[config.mk]
export PLATFORM = sky130hd
export DESIGN_NAME = iq_queue
export DESIGN_NICKNAME = d
export VERILOG_FILES = /design/src/rtl/iq_pkg.sv /design/src/rtl/iq_ring.sv /design/src/rtl/iq_admit.sv /design/src/rtl/iq_queue.sv
export SDC_FILE = /design/constraint.sdc
export NUM_CORES = 2
export LEC_CHECK = 0
export ABC_AREA = 1
export BUFFER_PORTS_ARGS = -buffer_cell sky130_fd_sc_hd__buf_2
export CORE_ASPECT_RATIO = 0.6
export CORE_UTILIZATION = 40
export DETAILED_ROUTE_END_ITERATION = 16
export HOLD_SLACK_MARGIN = 0.1
export PLACE_DENSITY = 0.63
export SLEW_MARGIN = 10
export SYNTH_ARGS = -nofsm -noshare
export SYNTH_HDL_FRONTEND = slang
export SYNTH_SLANG_ARGS = --single-unit
[constraint.sdc]
create_clock -name clk_i -period 13.2 [get_ports clk_i]
set_clock_uncertainty 0.05 [all_clocks]
set_input_delay 2.64 -clock clk_i [delete_from_list [all_inputs] [get_ports clk_i]]
set_output_delay 2.64 -clock clk_i [all_outputs]
set_load 0.05 [all_outputs]
[src/rtl/iq_pkg.sv]
package iq_pkg;
  localparam int unsigned IQ_XLEN    = 32;
  localparam int unsigned IQ_ILEN    = 32;
  localparam int unsigned IQ_CAUSE_W = 6;
  localparam int unsigned IQ_CF_W    = 3;

  typedef enum logic [IQ_CF_W-1:0] {
    CF_NONE   = 3'd0,
    CF_BRANCH = 3'd1,
    CF_JUMP   = 3'd2,
    CF_IJUMP  = 3'd3,
    CF_RETURN = 3'd4
  } iq_cf_e;

  typedef struct packed {
    logic [IQ_ILEN-1:0]    instr;
    logic [IQ_XLEN-1:0]    addr;
    iq_cf_e                cf;
    logic                  exc;
    logic [IQ_CAUSE_W-1:0] cause;
    logic [IQ_XLEN-1:0]    tval;
    logic                  pred;
  } iq_entry_t;

  localparam int unsigned IQ_ENTRY_W = $bits(iq_entry_t);
endpackage

[src/rtl/iq_ring.sv]
module iq_ring #(
  parameter int unsigned W     = 8,
  parameter int unsigned DEPTH = 8,
  parameter int unsigned NPUSH = 2,
  localparam int unsigned PW   = (DEPTH > 1) ? $clog2(DEPTH) : 1,
  localparam int unsigned CW   = $clog2(DEPTH + 1),
  localparam int unsigned NW   = $clog2(NPUSH + 1)
) (
  input  logic               clk_i,
  input  logic               rst_ni,
  input  logic               flush_i,
  input  logic [NW-1:0]      push_n_i,
  input  logic [NPUSH*W-1:0] push_data_i,
  input  logic               pop_i,
  output logic [W-1:0]       head_o,
  output logic [CW-1:0]      count_o
);
  logic [W-1:0]  mem_q [DEPTH];
  logic [PW-1:0] wr_q, wr_d, rd_q, rd_d;
  logic [CW-1:0] cnt_q, cnt_d;

  function automatic logic [PW-1:0] wrap(input int p);
    return (p >= int'(DEPTH)) ? PW'(p - int'(DEPTH)) : PW'(p);
  endfunction

  always_comb begin
    if (flush_i) begin
      wr_d  = '0;
      rd_d  = '0;
      cnt_d = '0;
    end else begin
      wr_d  = wrap(int'(wr_q) + int'(push_n_i));
      rd_d  = pop_i ? wrap(int'(rd_q) + 1) : rd_q;
      cnt_d = cnt_q + CW'(push_n_i) - CW'(pop_i);
    end
  end

  always_ff @(posedge clk_i or negedge rst_ni) begin
    if (!rst_ni) begin
      wr_q  <= '0;
      rd_q  <= '0;
      cnt_q <= '0;
    end else begin
      wr_q  <= wr_d;
      rd_q  <= rd_d;
      cnt_q <= cnt_d;
    end
  end

  always_ff @(posedge clk_i) begin
    for (int k = 0; k < int'(NPUSH); k++) begin
      if (!flush_i && (k < int'(push_n_i))) begin
        mem_q[wrap(int'(wr_q) + k)] <= push_data_i[k*W +: W];
      end
    end
  end

  assign head_o  = mem_q[rd_q];
  assign count_o = cnt_q;
endmodule

[src/rtl/iq_admit.sv]
module iq_admit
  import iq_pkg::*;
#(
  parameter int unsigned LANES    = 2,
  parameter int unsigned IQ_DEPTH = 8,
  parameter int unsigned AQ_DEPTH = 2,
  localparam int unsigned NW      = $clog2(LANES + 1),
  localparam int unsigned ICW     = $clog2(IQ_DEPTH + 1),
  localparam int unsigned ACW     = $clog2(AQ_DEPTH + 1)
) (
  input  logic                          flush_i,
  input  logic [LANES-1:0]              valid_i,
  input  iq_entry_t                     lane_i [LANES],
  input  logic [LANES*IQ_XLEN-1:0]      target_i,
  input  logic [ICW-1:0]                iq_count_i,
  input  logic [ACW-1:0]                aq_count_i,
  output logic [NW-1:0]                 iq_push_n_o,
  output logic [LANES*IQ_ENTRY_W-1:0]   iq_push_data_o,
  output logic                          aq_push_o,
  output logic [IQ_XLEN-1:0]            aq_push_data_o,
  output logic                          replay_o,
  output logic [IQ_XLEN-1:0]            replay_addr_o
);
  logic [LANES-1:0] kept;
  logic             cut, has_pred, have_first, fits_iq, fits_aq, take;
  logic [NW-1:0]    n_kept;
  logic [IQ_XLEN-1:0] pred_tgt;
  iq_entry_t        packed_q [LANES];

  // Lanes after the first predicted lane are dropped; survivors are compacted.
  always_comb begin
    cut        = 1'b0;
    has_pred   = 1'b0;
    have_first = 1'b0;
    n_kept     = '0;
    pred_tgt   = '0;
    replay_addr_o = '0;
    for (int i = 0; i < int'(LANES); i++) packed_q[i] = '0;
    for (int i = 0; i < int'(LANES); i++) begin
      kept[i] = valid_i[i] && !cut;
      if (kept[i]) begin
        packed_q[n_kept] = lane_i[i];
        n_kept           = n_kept + 1'b1;
        if (!have_first) begin
          replay_addr_o = lane_i[i].addr;
          have_first    = 1'b1;
        end
        if (lane_i[i].pred) begin
          cut      = 1'b1;
          has_pred = 1'b1;
          pred_tgt = target_i[i*IQ_XLEN +: IQ_XLEN];
        end
      end
    end
  end

  always_comb begin
    fits_iq  = (int'(IQ_DEPTH) - int'(iq_count_i)) >= int'(n_kept);
    fits_aq  = !has_pred || (int'(aq_count_i) < int'(AQ_DEPTH));
    take     = !flush_i && have_first && fits_iq && fits_aq;
    replay_o = !flush_i && have_first && !take;
    iq_push_n_o    = take ? n_kept : '0;
    aq_push_o      = take && has_pred;
    aq_push_data_o = pred_tgt;
    for (int k = 0; k < int'(LANES); k++) begin
      iq_push_data_o[k*IQ_ENTRY_W +: IQ_ENTRY_W] = packed_q[k];
    end
  end
endmodule

[src/rtl/iq_queue.sv]
module iq_queue
  import iq_pkg::*;
#(
  parameter int unsigned LANES    = 2,
  parameter int unsigned AQ_DEPTH = 2,
  localparam int unsigned IQ_DEPTH = 4 * LANES,
  localparam int unsigned NW       = $clog2(LANES + 1),
  localparam int unsigned ICW      = $clog2(IQ_DEPTH + 1),
  localparam int unsigned ACW      = $clog2(AQ_DEPTH + 1)
) (
  input  logic                          clk_i,
  input  logic                          rst_ni,
  input  logic                          flush_i,
  input  logic [LANES-1:0]              in_valid_i,
  input  logic [LANES*IQ_ILEN-1:0]      in_instr_i,
  input  logic [LANES*IQ_XLEN-1:0]      in_addr_i,
  input  logic [LANES*IQ_CF_W-1:0]      in_cf_i,
  input  logic [LANES-1:0]              in_exc_i,
  input  logic [LANES*IQ_CAUSE_W-1:0]   in_exc_cause_i,
  input  logic [LANES*IQ_XLEN-1:0]      in_exc_tval_i,
  input  logic [LANES-1:0]              in_pred_i,
  input  logic [LANES*IQ_XLEN-1:0]      in_pred_target_i,
  output logic                          replay_o,
  output logic [IQ_XLEN-1:0]            replay_addr_o,
  output logic                          out_valid_o,
  input  logic                          out_ready_i,
  output logic [IQ_ILEN-1:0]            out_instr_o,
  output logic [IQ_XLEN-1:0]            out_addr_o,
  output logic [IQ_CF_W-1:0]            out_cf_o,
  output logic                          out_exc_o,
  output logic [IQ_CAUSE_W-1:0]         out_exc_cause_o,
  output logic [IQ_XLEN-1:0]            out_exc_tval_o,
  output logic                          out_pred_valid_o,
  output logic [IQ_XLEN-1:0]            out_pred_target_o
);
  iq_entry_t                   lane_ent [LANES];
  logic [NW-1:0]               iq_push_n;
  logic [LANES*IQ_ENTRY_W-1:0] iq_push_data;
  logic                        aq_push;
  logic [IQ_XLEN-1:0]          aq_push_data, aq_head;
  logic [IQ_ENTRY_W-1:0]       iq_head_raw;
  iq_entry_t                   head;
  logic [ICW-1:0]              iq_cnt;
  logic [ACW-1:0]              aq_cnt;
  logic                        iq_pop, aq_pop;

  always_comb begin
    for (int i = 0; i < int'(LANES); i++) begin
      lane_ent[i].instr = in_instr_i[i*IQ_ILEN +: IQ_ILEN];
      lane_ent[i].addr  = in_addr_i[i*IQ_XLEN +: IQ_XLEN];
      lane_ent[i].cf    = iq_cf_e'(in_cf_i[i*IQ_CF_W +: IQ_CF_W]);
      lane_ent[i].exc   = in_exc_i[i];
      lane_ent[i].cause = in_exc_cause_i[i*IQ_CAUSE_W +: IQ_CAUSE_W];
      lane_ent[i].tval  = in_exc_tval_i[i*IQ_XLEN +: IQ_XLEN];
      lane_ent[i].pred  = in_pred_i[i];
    end
  end

  iq_admit #(.LANES(LANES), .IQ_DEPTH(IQ_DEPTH), .AQ_DEPTH(AQ_DEPTH)) u_admit (
    .flush_i        (flush_i),
    .valid_i        (in_valid_i),
    .lane_i         (lane_ent),
    .target_i       (in_pred_target_i),
    .iq_count_i     (iq_cnt),
    .aq_count_i     (aq_cnt),
    .iq_push_n_o    (iq_push_n),
    .iq_push_data_o (iq_push_data),
    .aq_push_o      (aq_push),
    .aq_push_data_o (aq_push_data),
    .replay_o       (replay_o),
    .replay_addr_o  (replay_addr_o)
  );

  iq_ring #(.W(IQ_ENTRY_W), .DEPTH(IQ_DEPTH), .NPUSH(LANES)) u_instr_fifo (
    .clk_i       (clk_i),
    .rst_ni      (rst_ni),
    .flush_i     (flush_i),
    .push_n_i    (iq_push_n),
    .push_data_i (iq_push_data),
    .pop_i       (iq_pop),
    .head_o      (iq_head_raw),
    .count_o     (iq_cnt)
  );

  iq_ring #(.W(IQ_XLEN), .DEPTH(AQ_DEPTH), .NPUSH(1)) u_target_fifo (
    .clk_i       (clk_i),
    .rst_ni      (rst_ni),
    .flush_i     (flush_i),
    .push_n_i    (aq_push),
    .push_data_i (aq_push_data),
    .pop_i       (aq_pop),
    .head_o      (aq_head),
    .count_o     (aq_cnt)
  );

  assign head        = iq_entry_t'(iq_head_raw);
  assign out_valid_o = (iq_cnt != '0);
  assign iq_pop      = out_valid_o && out_ready_i && !flush_i;
  assign aq_pop      = iq_pop && head.pred;

  assign out_instr_o       = head.instr;
  assign out_addr_o        = head.addr;
  assign out_cf_o          = head.cf;
  assign out_exc_o         = head.exc;
  assign out_exc_cause_o   = head.cause;
  assign out_exc_tval_o    = head.tval;
  assign out_pred_valid_o  = out_valid_o && head.pred;
  assign out_pred_target_o = out_pred_valid_o ? aq_head : '0;
endmodule

==> flow_summary.json <==
{
  "syn-instance-count": 6366,
  "synth_compound_area_share_pct": 7.284,
  "dpl.hpwl_mm": 105.5,
  "hold_path_class": "reg -> reg",
  "r2r_cells": 8,
  "drt_iter0_markers": 7137,
  "synthSimpleGateAreaFrac_pct": 32.81,
  "cp-end-kind": "primary output",
  "cts-root-buf": "clkbuf_16",
  "reg2reg_slack_ns": 7.72,
  "track_usage_pct": 29.43,
  "synth_seq_cells": 934,
  "clock_sinks": 934,
  "whs_endpoint": "u_target_fifo.wr_q$_DFF_PN0_",
  "hold_viol": 0,
  "swShare_pct": 43.92,
  "p_int_mw": 5.835,
  "initial_utilization_pct": 40.55,
  "gp_congestion": 0.8190,
  "power.total_mw": 10.41,
  "power.density_nw_per_um2": 179.2,
  "ys_warn_count": 0,
  "grt_pass1_wl_mm": 297.5,
  "antenna_found_initial": 25,
  "dr.pass1.iters": 8,
  "cts-htree-levels": 3,
  "synth_area_per_cell_sq_um": 8.260,
  "drcViolationCount": 0,
  "die_w_um": 470.1,
  "fin_util_pct": 44.78,
  "num_io_pins": 457,
  "setup_viol": 0,
  "p_sw_mw": 4.570,
  "maxSlewHeadroom_pct": 8.559,
  "drive_gt1_share_pct": 11.28,
  "r2r-end": "u_instr_fifo.mem_q[7][28]$_DFFE_PP_",
  "io_buffers": 456,
  "p_seq_share_pct": 33.7,
  "start_kind": "input port",
  "grt_max_degree": 228,
  "fin_tns_setup_ns": 0,
  "overflow": 0,
  "crit_chain": "buf_6 > inv_4 > ha_1 > ha_1 > inv_1 > nand2_1 > a21oi_1 > a21oi_4 > nor3_1 > buf_2",
  "critical_path_class": "in -> out",
  "core-area_sq_um": 129700,
  "min_period_ns": 7.967,
  "fmaxAchievable_ghz": 0.1255,
  "clkTransAtPathRegs_ns": 0.08,
  "yosys.area_share.xor_xnor_pct": 0.06663,
  "status": "completed",
  "cpMaxStageDelayCell": "ha_1",
  "worstMarginPinSlew_ns": 1.372,
  "fill_cells": 12560,
  "p_leak_nw": 23.92,
  "num_rows": 102,
  "area_growth_pct": 10.42,
  "cts_buffers": 97,
  "synth_fa_ha_area_share_pct": 0.4569,
  "worstHoldPathCells": 4,
  "min_from": "u_target_fifo.wr_q$_DFF_PN0_",
  "drv_slew": 0,
  "synth_top_family_by_area": "simple AND/OR/NAND/NOR gates",
  "arrival_ns": 5.28,
  "syn_area_sq_um": 52580,
  "final_cell_mix": "2330 x nand2_1, 920 x edfxtp_1, 849 x nand4_1",
  "die_h_um": 282.8,
  "via_count": 49260,
  "synth_mux_area_share_pct": 0,
  "clk_latency_ns": 0.71,
  "power_frac_clock_pct": 27.5,
  "crit_fanout": 49,
  "final_common_cell": "nand2_1",
  "die-area_sq_um": 133000,
  "ys_seq_area_share_pct": 53.21,
  "drtAntennaViolNets": 0,
  "syn_nets": 6668,
  "layout.nets": 6610,
  "p_comb_share_pct": 38.8,
  "critPathRequiredTime_ns": 10.51,
  "clockBufferDepth": 3,
  "multiInputGateArea_sq_um": 21430,
  "critPathMaxStageDelay_ns": 0.54,
  "cp_num_buf_inv": 4,
  "timing.final.crit_share_pct": 60.35,
  "rsz0062_at_grt": "no",
  "seq_area_sq_um": 27990,
  "wl_per_cell_um": 24.96,
  "r2r-start": "u_instr_fifo.wr_q[0]$_DFF_PN0_",
  "vdd_drop_max_v": 0.0001591,
  "crit_path_frequent_cell": "ha_1",
  "vias_per_cell": 6.073,
  "cap_viol_max_count": 0,
  "ctsHoldBuffers": 0,
  "postCtsSetupRepairBufs": 0,
  "grt_pass1_vias": 45530,
  "synth.distinct_cells": 30,
  "cts_resized": 0,
  "cts_tree": "done",
  "drt-total-wl_mm": 202.5,
  "path_delay_family": "buffers and inverters"
}
## cell type report
class	count	area share, %
Multi-Input combinational cell	4665	36.91
Inverter	69	0.4935
Clock inverter	46	0.9374
Sequential cell	934	48.20
Timing Repair Buffer	541	5.217
Antenna cell	12	0.05172
Tap cell	1716	3.698
Clock buffer	128	4.489
## state kept, by name, indices dropped and copies added (netlist names)
| name | count |
|---|---|
| u_instr_fifo.count_o | 4 |
| u_instr_fifo.wr_q | 3 |
| u_target_fifo.rd_q | 1 |
| u_target_fifo.mem_q | 64 |
| u_target_fifo.wr_q | 1 |
| u_instr_fifo.rd_q | 3 |
| u_instr_fifo.mem_q | 856 |
| u_target_fifo.count_o | 2 |
## per-layer routing
metal	vias up	global-route usage (%)	share of wire, %
li1	22090	-	-
met1	23590	41.35	41
met2	3132	45.35	45
met3	428	6.004	11
met4	16	9.725	3.0
met5	-	0	0.048
## per-stage QoR
stage,cell area [sq um],cells,worst slack [ns],hold WS (ns)
2_1_floorplan,52580,6366,4.800,0.5115
3_3_place_gp,54880,7925,5.225,0.5585
3_5_place_dp,54880,7925,5.207,0.5703
4_1_cts,58030,8099,5.203,0.5813
5_1_grt,58050,8107,5.139,0.6553
6_report,58060,8111,5.233,0.5902
## Yosys cell counts
library cell | n | area [sq um]
a21oi_1 | 143 | 715.7
a21oi_2 | 1 | 8.760
a31oi_1 | 106 | 663.1
and3_1 | 1 | 6.260
buf_1 | 38 | 142.6
buf_2 | 235 | 1176
buf_4 | 16 | 120.1
buf_6 | 2 | 22.52
clkbuf_1 | 407 | 1528
dfrtp_1 | 14 | 350.3
edfxtp_1 | 920 | 27630
fa_1 | 2 | 40.04
ha_1 | 16 | 200.2
inv_1 | 59 | 221.5
inv_2 | 10 | 37.54
nand2_1 | 2338 | 8776
nand2_2 | 3 | 18.77
nand3_1 | 152 | 760.7
nand3_2 | 3 | 30.03
nand4_1 | 849 | 5311
nand4_4 | 8 | 170.2
nor2_1 | 544 | 2042
nor2_4 | 8 | 90.09
nor3_1 | 9 | 45.04
o2111ai_1 | 8 | 70.07
o21ai_0 | 296 | 1481
o21ai_1 | 166 | 830.8
o21bai_1 | 8 | 60.06
xnor2_1 | 2 | 17.52
xor2_1 | 2 | 17.52
## cell families after synthesis
kind of cell	Yosys count
AND/OR/NAND/NOR	3915
flip-flops	934
buffers and inverters	767
AO/OA/AOI/OAI	728
adder cells (fa/ha/maj)	18
XOR/XNOR	4
## power groups by stage
| stage | Clock, mW | Combinational [mW] | Sequential [mW] |
|---|---|---|---|
| after CTS | 2.88 | 4.00 | 3.50 |
| after global routing | 2.98 | 4.29 | 3.51 |
| after global placement | 0 | 3.96 | 3.56 |
| after detailed placement | 0 | 3.99 | 3.56 |
| after floorplan | 0 | 2.85 | 3.53 |
| final | 2.86 | 4.04 | 3.50 |
## worst register-to-register path: stages, from the launching register on
cell     delay, ns
dfrtp_1       0.75
ha_1          0.31
inv_1         0.08
nand2_2       0.08
nand3_1       0.18
nor2_4        0.94
nand4_4       1.01
nand2_4       0.93
buf_4         0.73
## worst max path at each step
stage,slack (ns),startpoint,endpoint,depth (start not counted)
6_report,5.23,in_valid_i[0],replay_o,10
5_1_grt,5.14,in_valid_i[0],replay_o,10
4_1_cts,5.20,in_valid_i[0],replay_o,10
3_5_place_dp,5.21,in_valid_i[0],replay_o,10
3_3_place_gp,5.22,in_valid_i[0],replay_o,10
2_1_floorplan,4.80,in_valid_i[1],replay_o,13
(Power assumes the default switching activity.)
